===== config.mk =====
export PLATFORM = sky130hd
export DESIGN_NAME = srst_gc_detect
export DESIGN_NICKNAME = d
export VERILOG_FILES = /design/src/rtl/srst_pkg.sv /design/src/rtl/srst_byte_cmp.sv /design/src/rtl/srst_seq_fsm.sv /design/src/rtl/srst_ack_hold.sv /design/src/rtl/srst_gc_detect.sv
export SDC_FILE = /design/constraint.sdc
export NUM_CORES = 1
export LEC_CHECK = 0
export BUFFER_PORTS_ARGS = -buffer_cell sky130_fd_sc_hd__buf_2
export CORE_AREA = 8 8 45 47
export DETAILED_ROUTE_END_ITERATION = 8
export DIE_AREA = 0 0 53 55
export HOLD_SLACK_MARGIN = 0.06
export PLACE_DENSITY = 0.55
export SYNTH_ARGS = -nofsm -noshare
export SYNTH_HDL_FRONTEND = slang
export SYNTH_SLANG_ARGS = --single-unit

===== constraint.sdc =====
create_clock -name clk -period 1.7 [get_ports clk]
set_input_delay 0.17 -clock clk [delete_from_list [all_inputs] [get_ports clk]]
set_output_delay 0.17 -clock clk [all_outputs]
set_load 0.005 [all_outputs]

===== src/rtl/srst_pkg.sv =====
package srst_pkg;
  // Sequence progress of the general-call reset detector.
  typedef enum logic [2:0] {
    ST_IDLE  = 3'd0,  // no START seen yet
    ST_ADDR  = 3'd1,  // START seen, expecting address byte
    ST_CMD   = 3'd2,  // general call accepted, expecting command
    ST_ARMED = 3'd3,  // command accepted, expecting STOP
    ST_DEAD  = 3'd4   // aborted until next START
  } srst_state_e;
endpackage


===== src/rtl/srst_byte_cmp.sv =====
module srst_byte_cmp #(
  parameter int unsigned DATA_W = 8,
  parameter logic [DATA_W-1:0] CODE = '0
) (
  input  logic [DATA_W-1:0] data_i,
  output logic              hit_o
);
  localparam int unsigned LastBit = DATA_W - 1;

  logic [LastBit:0] bit_eq;

  // Bitwise equality, then reduction.
  for (genvar gi = 0; gi < DATA_W; gi++) begin : g_bit
    assign bit_eq[gi] = ~(data_i[gi] ^ CODE[gi]);
  end

  assign hit_o = &bit_eq;
endmodule


===== src/rtl/srst_seq_fsm.sv =====
module srst_seq_fsm
  import srst_pkg::*;
(
  input  logic clk,
  input  logic rst_n,
  input  logic evt_start,
  input  logic evt_stop,
  input  logic byte_vld,
  input  logic addr_hit,
  input  logic cmd_hit,
  output logic ack_set,
  output logic rst_pulse
);
  srst_state_e st_q, st_d;
  logic        pulse_q, pulse_d;

  // Next-state logic. START wins over STOP, which wins over a byte.
  always_comb begin
    st_d    = st_q;
    ack_set = 1'b0;
    pulse_d = 1'b0;
    if (evt_start) begin
      st_d = ST_ADDR;
    end else if (evt_stop) begin
      pulse_d = (st_q == ST_ARMED);
      st_d    = ST_IDLE;
    end else if (byte_vld) begin
      unique case (st_q)
        ST_ADDR: begin
          if (addr_hit) begin
            st_d    = ST_CMD;
            ack_set = 1'b1;
          end else begin
            st_d = ST_DEAD;
          end
        end
        ST_CMD: begin
          if (cmd_hit) begin
            st_d    = ST_ARMED;
            ack_set = 1'b1;
          end else begin
            st_d = ST_DEAD;
          end
        end
        ST_ARMED: st_d = ST_DEAD;
        default:  st_d = st_q;
      endcase
    end
  end

  // State registers.
  always_ff @(posedge clk or negedge rst_n) begin
    if (!rst_n) begin
      st_q    <= ST_IDLE;
      pulse_q <= 1'b0;
    end else begin
      st_q    <= st_d;
      pulse_q <= pulse_d;
    end
  end

  assign rst_pulse = pulse_q;


  pulse_one_cycle_chk: assert property (@(posedge clk) disable iff (!rst_n)
    rst_pulse |=> !rst_pulse);


  pulse_after_stop_chk: assert property (@(posedge clk) disable iff (!rst_n)
    rst_pulse |-> $past(evt_stop));


  extra_byte_dead_chk: assert property (@(posedge clk) disable iff (!rst_n)
    (st_q == ST_ARMED && byte_vld && !evt_start && !evt_stop) |=> (st_q == ST_DEAD));


  restart_addr_chk: assert property (@(posedge clk) disable iff (!rst_n)
    evt_start |=> (st_q == ST_ADDR));
endmodule


===== src/rtl/srst_ack_hold.sv =====
module srst_ack_hold (
  input  logic clk,
  input  logic rst_n,
  input  logic ack_set,
  input  logic byte_vld,
  input  logic ack_slot,
  input  logic evt_start,
  input  logic evt_stop,
  output logic ack_req
);
  logic ack_q, ack_d, ack_en;

  // Any bus event updates the request; otherwise it holds.
  assign ack_en = ack_set | byte_vld | ack_slot | evt_start | evt_stop;

  always_comb begin
    ack_d = ack_q;
    if (ack_en) begin
      ack_d = ack_set;
    end
  end

  always_ff @(posedge clk or negedge rst_n) begin
    if (!rst_n) begin
      ack_q <= 1'b0;
    end else begin
      ack_q <= ack_d;
    end
  end

  assign ack_req = ack_q;


  ack_release_chk: assert property (@(posedge clk) disable iff (!rst_n)
    (ack_slot && !byte_vld) |=> !ack_req);


  ack_bus_clear_chk: assert property (@(posedge clk) disable iff (!rst_n)
    (evt_start || evt_stop) |=> !ack_req);


  ack_needs_byte_chk: assert property (@(posedge clk) disable iff (!rst_n)
    $rose(ack_req) |-> $past(byte_vld));
endmodule


===== src/rtl/srst_gc_detect.sv =====
module srst_gc_detect #(
  parameter int unsigned DATA_W = 8,
  parameter logic [DATA_W-1:0] GC_CODE  = 8'h00,
  parameter logic [DATA_W-1:0] CMD_CODE = 8'h06
) (
  input  logic              clk,
  input  logic              rst_n,
  input  logic              evt_start,
  input  logic              evt_stop,
  input  logic              byte_vld,
  input  logic [DATA_W-1:0] byte_data,
  input  logic              ack_slot,
  output logic              ack_req,
  output logic              rst_pulse
);
  logic addr_hit, cmd_hit, ack_set;

  srst_byte_cmp #(.DATA_W(DATA_W), .CODE(GC_CODE)) u_addr_cmp (
    .data_i (byte_data),
    .hit_o  (addr_hit)
  );

  srst_byte_cmp #(.DATA_W(DATA_W), .CODE(CMD_CODE)) u_cmd_cmp (
    .data_i (byte_data),
    .hit_o  (cmd_hit)
  );

  srst_seq_fsm u_fsm (
    .clk       (clk),
    .rst_n     (rst_n),
    .evt_start (evt_start),
    .evt_stop  (evt_stop),
    .byte_vld  (byte_vld),
    .addr_hit  (addr_hit),
    .cmd_hit   (cmd_hit),
    .ack_set   (ack_set),
    .rst_pulse (rst_pulse)
  );

  srst_ack_hold u_ack (
    .clk       (clk),
    .rst_n     (rst_n),
    .ack_set   (ack_set),
    .byte_vld  (byte_vld),
    .ack_slot  (ack_slot),
    .evt_start (evt_start),
    .evt_stop  (evt_stop),
    .ack_req   (ack_req)
  );


  no_pulse_with_ack_chk: assert property (@(posedge clk) disable iff (!rst_n)
    !(rst_pulse && ack_req));
endmodule


# After elaboration in Yosys (flattened, before gate mapping)
# Index checks and enable logic that the tools add are counted.
totals:
  reg_bits: 5
  output_inout_bits: 2
op_classes:
  eq_ne: 3
  n_mux: 14
  bitwise_logic: 12
  n_reduce_logical: 5
op_table:
  columns: ["op", "count"]
  rows:
  - ["8-bit AND reduction", 2]
  - ["3-bit two-way mux", 5]
  - ["3-bit one-hot mux with 3 select lines", 1]
  - ["1-bit inverter", 8]
  - ["1-bit two-way mux", 7]
  - ["3-bit by 2-bit == test with 1-bit output, second input constant", 2]
  - ["5-bit nonzero test", 1]
  - ["1-bit bitwise OR", 4]
  - ["3-bit by 1-bit == test with 1-bit output, second input constant", 1]
  - ["3-bit nonzero test", 1]
  - ["1-bit one-hot mux with 2 select lines", 1]
  - ["2-bit AND reduction", 1]

# Longest topological paths before layout
# Gate-level depths: netlist of run 1.
logic_depth:
  depth_word: 11
  mapped_depth: 3
  mapped_depth_nobuf: 3

# By module
# From an unflattened synthesis of run 1, not the netlist that was laid out.
unflattened:
  hier_cells: 34
  hier_area_um2: 307.8
modules_own_cells:
  columns: ["module", "instances", "cells_each", "area_each_um2"]
  rows:
  - ["srst_seq_fsm", 1, 24, 222.7]
  - ["srst_ack_hold", 1, 4, 42.5]
  - ["srst_byte_cmp at u_cmd_cmp", 1, 3, 23.8]
  - ["srst_byte_cmp at u_addr_cmp", 1, 3, 18.8]

# Worst setup path after synthesis of run 1
# No wires, ideal clock.
synth_path:
  kind: "reg-to-reg"
  from: "register u_fsm.st_q[0]"
  to: "register u_fsm.st_q[2]"
  setup_ns: 0.126
  t_arrival_ns: 1.053
  setup_slack_ns: 0.521
  path_stages_with_launch: 4
  synth_period_minus_slack_ns: 1.179
  cell_sequence: "dfrtp_1 and4bb_2 a22oi_1 o311a_1"
synth_between:
  elab_chain_cells: 5
synth_rtl:
  columns: ["item", "line_no", "text"]
  rows:
  - ["start, declared", "srst_seq_fsm.sv:14", "srst_state_e st_q, st_d;"]
  - ["start signal, assigned", "srst_seq_fsm.sv:57", "st_q <= st_d;"]
  - ["3-bit by 2-bit == test with 1-bit output or 3-bit by 1-bit == test with 1-bit output (tied branches)", "srst_seq_fsm.sv:28", "unique case (st_q)"]
  - ["3-bit one-hot mux with 3 select lines", "srst_seq_fsm.sv:28", null]
  - ["3-bit two-way mux", "srst_seq_fsm.sv:27", "end else if (byte_vld) begin"]
  - ["3-bit two-way mux", "srst_seq_fsm.sv:24", "end else if (evt_stop) begin"]
  - ["3-bit two-way mux", "srst_seq_fsm.sv:22", "if (evt_start) begin"]
# Parallel ways exist; a longest one is shown, timed or not. The select of a mux whose other input is x is not followed.
# A chain may end at the register's enable or synchronous reset.

# Worst setup path in the final report of run 1
# Ends and elaborated chain as after synthesis.

==> impl_metrics.tcl, run 1 <==
set metrics [dict create \
    syn2layout_area_growth_pct 39.8 \
    dpl-instance-area_um2 425 \
    die_area_um2 2920 \
    grt_pass1_vias 322 \
    worstReg2RegStart "u_fsm.st_q[0]$_DFFE_PN0P_" \
    path_class "register to register" \
    cts.htree.levels 1 \
    dp.cells 66 \
    rrSetupSlack_ns 0.44 \
    grt_use_total_pct 6.52 \
    crit_end "u_fsm.st_q[2]$_DFFE_PN0P_" \
    crit_start "u_fsm.st_q[0]$_DFFE_PN0P_" \
    hold_depth 2 \
    layout.nets 70 \
    hold-worst-slack_ns 0.113 \
    clockRootBuffer "clkbuf_4" \
    rsz0062_at_grt "false" \
    grt_pass1_wl_um 1330 \
    dr.pass1.iters 4 \
    setup_viol 0 \
    antenna_cells 0 \
    hold_violations 0 \
    numCtsBuffers 3 \
    die_h_um 55 \
    ys_seq_elements 5 \
    multi_input_area_um2 194 \
    drive_above_1_share_pct 38.2 \
    slowest_stage "dfrtp_1" \
    slowest_delay_ns 0.44 \
    cp_num_buf_inv 0 \
    clk_pin_slew_ns 0.04 \
    p_leak_uw 0.000212 \
    fp-row-count 14 \
    top_level_ports 16 \
    syn_avg_cell_area_um2 9.44 \
    min_period_over_period_pct 74.3 \
    seqCellArea_um2 125 \
    drt_wl_total_um 871 \
    tightest_slew_ns 0.294 \
    cp-end-kind "register" \
    ys_seq_area_share_pct 37.9 \
    syn_area_um2 330 \
    ctsHoldBuffers 1 \
    crit_cells 3 \
    die_x_um 53 \
    max_freq_mhz 792 \
    cpLargestDelayFamily "flip-flops" \
    r2r-end "u_fsm.st_q[2]$_DFFE_PN0P_" \
    cp.arrival_ns 1.38 \
    nFillCells 145 \
    relSlewSlack_pct 80.1 \
    grt-ovfl-total 0 \
    viasPerCell 5.04 \
    wire_per_inst_um 12.3 \
    synthCells 35 \
    start_util_pct 23.9 \
    clk-insertion-delay-late_ns 0.24 \
    cts_setup_buffers 0 \
    ctsResizeCount 0 \
    peakVddDrop_uv 294 \
    grt_max_degree 8 \
    crit_required_ns 1.82 \
    routabilityCongestion 0.699 \
    vias 358 \
    coreArea_um2 1380 \
    io_buffers 15 \
    cap_violations 0 \
    ys_types 21 \
    dp.final_hpwl_um 731 \
    clock_sinks 5 \
    final_util_pct 33.4 \
    skew_ns 0.00224 \
    synth_nets 49 \
    finalMaxSlewViolations 0 \
    drtIter0Drc 7 \
    reg2reg_depth 3 \
    synth_warnings 0 \
    status "finished clean" \
    crit_chain "and4bb_2 > a22oi_1 > o311a_1" \
    cellPowerDensity_nw_per_um2 686 \
    postRouteAntennaNets 0 \
    finalInstanceArea_um2 462 \
    cts_tree "done" \
    crit_path_start_kind "register" \
    hold_path_class "input port to register" \
    period_minus_slack_ns 1.26 \
    most-common-layout-cells "15 x buf_2, 5 x nor2_1, 5 x dfrtp_1" \
    drc_errors 0 \
    final_common_cell "buf_2" \
    tns_ns 0 \
    clockBufferDepth 2 \
    worstPathMaxFanout 7 \
    grt_antenna_before_repair 0 \
    final_cells 71 \
]
## registers in the layout, summed over array words and instances, names as in the netlist
| name | flops |
|---|---|
| u_fsm.rst_pulse | 1 |
| u_ack.ack_req | 1 |
| u_fsm.st_q | 3 |
## Yosys cell counts
cell type | n | area, um2
o21bai_1 | 1 | 7.51
nand2b_1 | 2 | 12.5
nor4_4 | 1 | 21.3
nor3_1 | 2 | 10.0
a22oi_1 | 1 | 7.51
a21oi_1 | 1 | 5.00
dfrtp_1 | 5 | 125
and4b_1 | 1 | 10.0
o41ai_1 | 1 | 8.76
o311a_1 | 1 | 10.0
nand2_1 | 2 | 7.51
a221oi_1 | 1 | 8.76
nand4_1 | 1 | 6.26
inv_1 | 3 | 11.3
o21ai_0 | 1 | 5.00
and3b_1 | 1 | 8.76
nand3_1 | 1 | 5.00
nor2_1 | 5 | 18.8
a31oi_1 | 2 | 12.5
o41ai_2 | 1 | 16.3
and4bb_2 | 1 | 12.5
## layout make-up
cell class	instances	share of cell area, %
timing repair buffer	16	18.4
inverter	3	2.44
tap	16	4.34
clock buffer	4	5.69
sequential	5	27.1
multi-input combinational	27	42.0
## worst reg2reg max path, cell delays in order, from the launching register on
cell	delay, ns
dfrtp_1	0.44
and4bb_2	0.35
a22oi_1	0.07
o311a_1	0.29
## power by group
| part | internal (uW) | switching, uW | leakage, uW |
|---|---|---|---|
| sequential | 123 | 4.72 | 0.0000667 |
| combinational | 25.5 | 26.9 | 0.000131 |
| clock | 88.7 | 48.3 | 0.0000150 |
## how the worst min path moves through the flow
stage                   start                   endpoint  slack (ns)
global placement        rst_n  u_fsm.st_q[0]$_DFFE_PN0P_      -0.005
finish              evt_start  u_fsm.rst_pulse$_DFF_PN0_        0.11
floorplan               rst_n  u_ack.ack_req$_DFFE_PN0P_       -0.13
CTS                 evt_start  u_fsm.rst_pulse$_DFF_PN0_        0.11
detailed placement      rst_n  u_fsm.rst_pulse$_DFF_PN0_      -0.004
global route        evt_start  u_fsm.rst_pulse$_DFF_PN0_        0.12
## per-layer routing
layer,GRT usage [%],vias to the layer above,part of all wire [%]
met5,0,-,0
met4,6.47,0,2.9
met3,4.81,2,13
met2,8.01,22,41
met1,6.89,157,43
li1,-,177,-
## through the flow
stage | power (uW) | setup slack [ns]
global placement | 180 | 0.476
global route | 338 | 0.386
detailed placement | 180 | 0.450
finish | 317 | 0.438
CTS | 321 | 0.444
floorplan | 152 | 0.521
## kinds of logic after synthesis
group | after synthesis | synth area share [%]
AND/OR/NAND/NOR | 17 | 34.1
buffers and inverters | 3 | 3.41
AO/OA/AOI/OAI | 10 | 24.6
flip-flops | 5 | 37.9
No activity file was read; power rests on OpenSTA's default activity.
==> run 2, diff against run 1 <==
- ABC_AREA: unset -> 1
- PLACE_DENSITY: 0.55 -> 0.57
- clock period: 1.7 -> 1.3 ns (I/O delays scaled with it)
==> impl_metrics.tcl, run 2 <==
set metrics [dict create \
    status "finished clean" \
    relSlewSlack_pct 82.8 \
    clk-insertion-delay-late_ns 0.23 \
    peakVddDrop_uv 375 \
    yosysTopAreaCell "dfrtp_1" \
    finalInstanceArea_um2 477 \
    asyncSetResetFlopFracSynth_pct 100 \
    cp.arrival_ns 1.22 \
    syn2layout_area_growth_pct 38.0 \
    dr.pass1.iters 4 \
    crit_path_start_kind "register" \
    drive_above_1_share_pct 35.6 \
    wire_per_inst_um 8.89 \
    crit_chain "nor3_2 > nand3_2 > nor2_2 > nand2_1 > nand2_1" \
    synth_most_common_cell "nand2_1" \
    switching_share_pct 23.2 \
    synthFlopType "dfrtp_1" \
    crit_required_ns 1.47 \
    tightest_slew_ns 0.255 \
    clockBufferDepth 2 \
    grt_max_degree 6 \
    io_buffers 15 \
    top_register "u_fsm.st_q" \
    synthTopCellsByCount "16 x nand2_1, 9 x inv_1, 6 x nor2_1" \
    ys_seq_elements 5 \
    final_util_pct 34.4 \
    final_common_cell "nand2_1" \
    cp-end-kind "register" \
    path_class "register to register" \
    antenna_cells 0 \
    clk_pin_slew_ns 0.04 \
    synth_top_area_share_pct 36.2 \
    worst_slack_ns 0.252 \
    grt_use_total_pct 6.20 \
    synthTopCellsByArea "dfrtp_1 36%, nand2_1 17%, inv_1 9.8%, nor2_1 6.5%, nand3_1 5.8%" \
    clock_sinks 5 \
    largest_reg_flops 3 \
    combPwrFrac_pct 15.1 \
    cts_tree "done" \
    hold-worst-slack_ns 0.105 \
    ys_types 14 \
    layout.nets 88 \
    numCtsBuffers 3 \
    period_minus_slack_ns 1.05 \
    drt_wl_total_um 791 \
    cellPowerDensity_nw_per_um2 828 \
    most-common-layout-cells "16 x nand2_1, 15 x buf_2, 9 x inv_1" \
    vias 378 \
    grt_pass1_vias 330 \
    p_switching_uw 91.6 \
    clkPwrFrac_pct 43.3 \
    grt_pass1_wl_um 1280 \
    preCtsSetupSlack_ns 0.253 \
    setup_viol 0 \
    hold_path_class "input port to register" \
    postRouteAntennaNets 0 \
    start_util_pct 25.0 \
    worstPathMaxFanout 4 \
    finalMaxSlewViolations 0 \
    die_area_um2 2920 \
    crit_path_frequent_cell "nand2_1" \
    clockRootBuffer "clkbuf_4" \
    min_period_over_period_pct 80.6 \
    die_h_um 55 \
    cts.htree.levels 1 \
    synth-edff-count 0 \
    grt_antenna_before_repair 0 \
    die_x_um 53 \
    syn_area_um2 345 \
    coreArea_um2 1380 \
    p_int_uw 303 \
    max_freq_mhz 955 \
    drc_errors 0 \
    cts_setup_buffers 0 \
    p_leak_uw 0.000280 \
    skew_ns 0.00209 \
    dp.final_hpwl_um 684 \
    ctsResizeCount 0 \
    rsz0062_at_grt "false" \
    routabilityCongestion 0.770 \
    tns_ns 0 \
    drtIter0Drc 5 \
    viasPerCell 4.25 \
    cap_violations 0 \
    hold_violations 0 \
    grt-ovfl-total 0 \
    ys_seq_area_share_pct 36.2 \
    seq_power_share_pct 41.6 \
    top_level_ports 16 \
    nFillCells 168 \
    synth_warnings 0 \
    synth_nets 67 \
    slowest_delay_ns 0.42 \
    dpl-instance-area_um2 440 \
    synthCells 53 \
    syn_avg_cell_area_um2 6.52 \
    fp-row-count 14 \
    slowest_stage "dfrtp_1" \
]
[run 2: cell types whose count changed in the layout (fill, tap and decap cells not counted), moves of 2 or more]
cell,delta
nand2b_1,-2
nand2_2,+2
inv_1,+6
nor2_2,+3
a31oi_1,-2
nand2_1,+14
nand3_1,+3
[run 2: final cells by class]
class | count | area [um2] | area share [%]
sequential | 5 | 125 | 26.2
clock buffer | 4 | 26.3 | 5.51
multi-input combinational | 38 | 183 | 38.3
timing repair buffer | 16 | 85.1 | 17.8
tap | 16 | 20.0 | 4.20
inverter | 10 | 37.5 | 7.87
[run 2: power by group through the flow]
stage | logic [uW] | clock network, uW | registers, uW
after floorplan | 27.9 | 0 | 165
after global placement | 57.9 | 0 | 166
after detailed placement | 58.0 | 0 | 166
after CTS | 60.6 | 183 | 164
after global routing | 67.4 | 196 | 164
final | 59.8 | 171 | 164
[run 2: logic make-up (layout without fill, tap and decap cells)]
| family | after synthesis | count (layout) | synth area share, % |
|---|---|---|---|
| compound gates | 2 | 2 | 3.62 |
| buf+inv | 10 | 30 | 10.9 |
| flops | 5 | 5 | 36.2 |
| simple gates | 36 | 36 | 49.3 |
[run 2: worst paths after layout]
| kind | from | to | slack [ns] | cells past startpoint |
|---|---|---|---|---|
| max in group asynchronous | rst_n | u_ack.ack_req$_DFFE_PN0P_ | 0.94 | 2 |
| max reg2reg | u_fsm.st_q[0]$_DFFE_PN0P_ | u_fsm.st_q[0]$_DFFE_PN0P_ | 0.25 | 5 |
| min reg2reg | u_ack.ack_req$_DFFE_PN0P_ | u_ack.ack_req$_DFFE_PN0P_ | 0.50 | 2 |
| max | u_fsm.st_q[0]$_DFFE_PN0P_ | u_fsm.st_q[0]$_DFFE_PN0P_ | 0.25 | 5 |
| min in group asynchronous | rst_n | u_fsm.rst_pulse$_DFF_PN0_ | 0.24 | 2 |
| min | evt_start | u_fsm.rst_pulse$_DFF_PN0_ | 0.11 | 2 |
[run 2: layer usage]
metal	share of wire [%]	vias up	global-route usage, %	wire [um]
li1	-	201	-	-
met1	44	161	7.21	350
met2	40	16	7.42	313
met3	16	0	3.48	126
met4	0	0	6.47	0
met5	0	-	0	0
[run 2: worst max-delay path: cells and delay by family (launching register included)]
kind | cells | cell delay [ns]
flip-flops | 1 | 0.42
AND/OR/NAND/NOR | 5 | 0.56
[run 2: through the flow]
stage | power (uW) | cells
2_1_floorplan | 193 | 53
3_3_place_gp | 224 | 84
3_5_place_dp | 224 | 84
4_1_cts | 408 | 89
5_1_grt | 427 | 89
6_report | 395 | 89
[run 2: repair_timing]
| action | 4_1_cts | 5_1_grt |
|---|---|---|
| setup endpoints to repair | 0 | 0 |
| hold buffers | 1 | 0 |
| endpoints found under the hold margin | 5 | 0 |
==> run 3, diff against run 2 <==
- clock period: 1.3 -> 0.98 ns (I/O delays scaled with it)
==> impl_metrics.tcl, run 3 (synthesis gave the netlist of run 2 again) <==
set metrics [dict create \
    worstPathMaxFanout 3 \
    skew_ns 0.00146 \
    die_x_um 53 \
    r2r-end "u_ack.ack_req$_DFFE_PN0P_" \
    drtIter0Drc 9 \
    dp.cells 84 \
    hold_depth 2 \
    relSlewSlack_pct 83.4 \
    cellPowerDensity_nw_per_um2 1080 \
    crit_path_start_kind "register" \
    most-common-layout-cells "16 x nand2_1, 15 x buf_2, 9 x inv_1" \
    hold_path_class "input port to register" \
    status "finished, violations left" \
    start_util_pct 25.0 \
    final_util_pct 35.5 \
    grt_pass1_vias 338 \
    grt_antenna_before_repair 0 \
    failed_checks "negative setup slack" \
    clkPwrFrac_pct 42.8 \
    wire_per_inst_um 8.95 \
    clk_pin_slew_ns 0.04 \
    dr.pass1.iters 4 \
    cp.arrival_ns 1.19 \
    numCtsBuffers 3 \
    slowest_delay_ns 0.40 \
    dp.final_hpwl_um 677 \
    grt_use_total_pct 6.47 \
    cp-end-kind "register" \
    slowest_stage "dfrtp_1" \
    layout.nets 90 \
    switching_share_pct 23.2 \
    rsz0062_at_grt "true" \
    cts_tree "done" \
    hold_violations 0 \
    p_int_uw 407 \
    drc_errors 0 \
    setup_viol 4 \
    peakVddDrop_uv 529 \
    clock_sinks 5 \
    antenna_cells 0 \
    syn2layout_area_growth_pct 42.4 \
    grt_max_degree 6 \
    die_area_um2 2920 \
    p_leak_uw 0.000290 \
    hold-worst-slack_ns 0.0758 \
    cpLargestDelayFamily "simple AND/OR/NAND/NOR gates" \
    cts.htree.levels 1 \
    period_minus_slack_ns 1.02 \
    drt_wl_total_um 814 \
    worstReg2RegStart "u_fsm.st_q[2]$_DFFE_PN0P_" \
    largest_reg_flops 3 \
    fp-row-count 14 \
    cap_violations 0 \
    die_h_um 55 \
    clockRootBuffer "clkbuf_4" \
    drive_above_1_share_pct 37.3 \
    cp_num_buf_inv 1 \
    vias 380 \
    crit_required_ns 1.15 \
    clockBufferDepth 2 \
    hp-start "evt_start" \
    worst_slack_ns -0.0424 \
    path_class "register to register" \
    max_freq_mhz 978 \
    min_period_over_period_pct 104 \
    crit_start "u_fsm.st_q[2]$_DFFE_PN0P_" \
    grt_pass1_wl_um 1360 \
    viasPerCell 4.18 \
    postRouteAntennaNets 0 \
    finalMaxSlewViolations 0 \
    tns_ns -0.132 \
    top_register "u_fsm.st_q" \
    clk-insertion-delay-late_ns 0.23 \
    combPwrFrac_pct 16.2 \
    coreArea_um2 1380 \
    grt-ovfl-total 0 \
    crit_path_frequent_cell "nand2_1" \
    tightest_slew_ns 0.247 \
    final_cells 91 \
    routabilityCongestion 0.770 \
    holdPathEnd "u_fsm.rst_pulse$_DFF_PN0_" \
    top_level_ports 16 \
    seq_power_share_pct 41.0 \
    p_switching_uw 123 \
    crit_chain "buf_4 > nor3_1 > nand2_1 > nand2_1 > nand2_1 > nand2_1" \
    reg2reg_depth 6 \
    io_buffers 15 \
    rrSetupSlack_ns -0.04 \
    final_common_cell "nand2_1" \
]
run 3: changes by cell type in the layout (fill, tap and decap cells not counted), sizes merged:
cell  before  now
buf       15   17
run 3: metrics by stage:
step	total power (uW)	cell area, um2	setup slack (ns)
3_3_place_gp	297	440	-0.0686
6_report	530	492	-0.0424
4_1_cts	546	492	-0.0448
5_1_grt	576	492	-0.128
2_1_floorplan	256	345	0.0355
3_5_place_dp	297	440	-0.0704
run 3: how the worst max path moves through the flow:
stage | slack (ns) | depth (start not counted) | end
finish | -0.04 | 6 | u_ack.ack_req$_DFFE_PN0P_
global route | -0.13 | 7 | u_fsm.st_q[0]$_DFFE_PN0P_
global placement | -0.07 | 4 | u_fsm.st_q[2]$_DFFE_PN0P_
CTS | -0.04 | 7 | u_fsm.st_q[0]$_DFFE_PN0P_
floorplan | 0.04 | 4 | u_fsm.st_q[2]$_DFFE_PN0P_
detailed placement | -0.07 | 5 | u_fsm.st_q[0]$_DFFE_PN0P_
run 3: area by class of cell:
cell class              count  area (um2)
clock buffers               4        26.3
fillers                   159         892
inverters                  10        37.5
multi-input cells          38         183
flip-flops and latches      5         125
well taps                  16        20.0
repair buffers             18         100
run 3: power groups by stage:
stage | sequential, uW | combinational (uW) | clock [uW]
6_report | 217 | 85.8 | 227
5_1_grt | 217 | 98.1 | 261
4_1_cts | 217 | 86.8 | 242
3_3_place_gp | 220 | 76.8 | 0
2_1_floorplan | 219 | 37.0 | 0
3_5_place_dp | 220 | 77.0 | 0
run 3: per-layer routing:
layer	vias to the layer above	routed length (um)	GRT usage (%)
li1	208	-	-
met1	160	372	7.99
met2	12	316	7.62
met3	0	125	4.01
met4	0	0	5.17
met5	-	0	0
run 3: repair_timing:
action                                 4_1_cts  5_1_grt
setup endpoints to repair                    4        4
gates resized for setup                      0        0
endpoints found under the hold margin        5        0
pin swaps                                    3        1
hold buffers                                 1        0
setup buffers                                2        0
run 3: worst reg2reg max path, delay by kind of cell, from the launching register on:
family | cells | cell delay, ns
AND/OR/NAND/NOR | 5 | 0.43
flip-flops | 1 | 0.40
buffers and inverters | 1 | 0.14
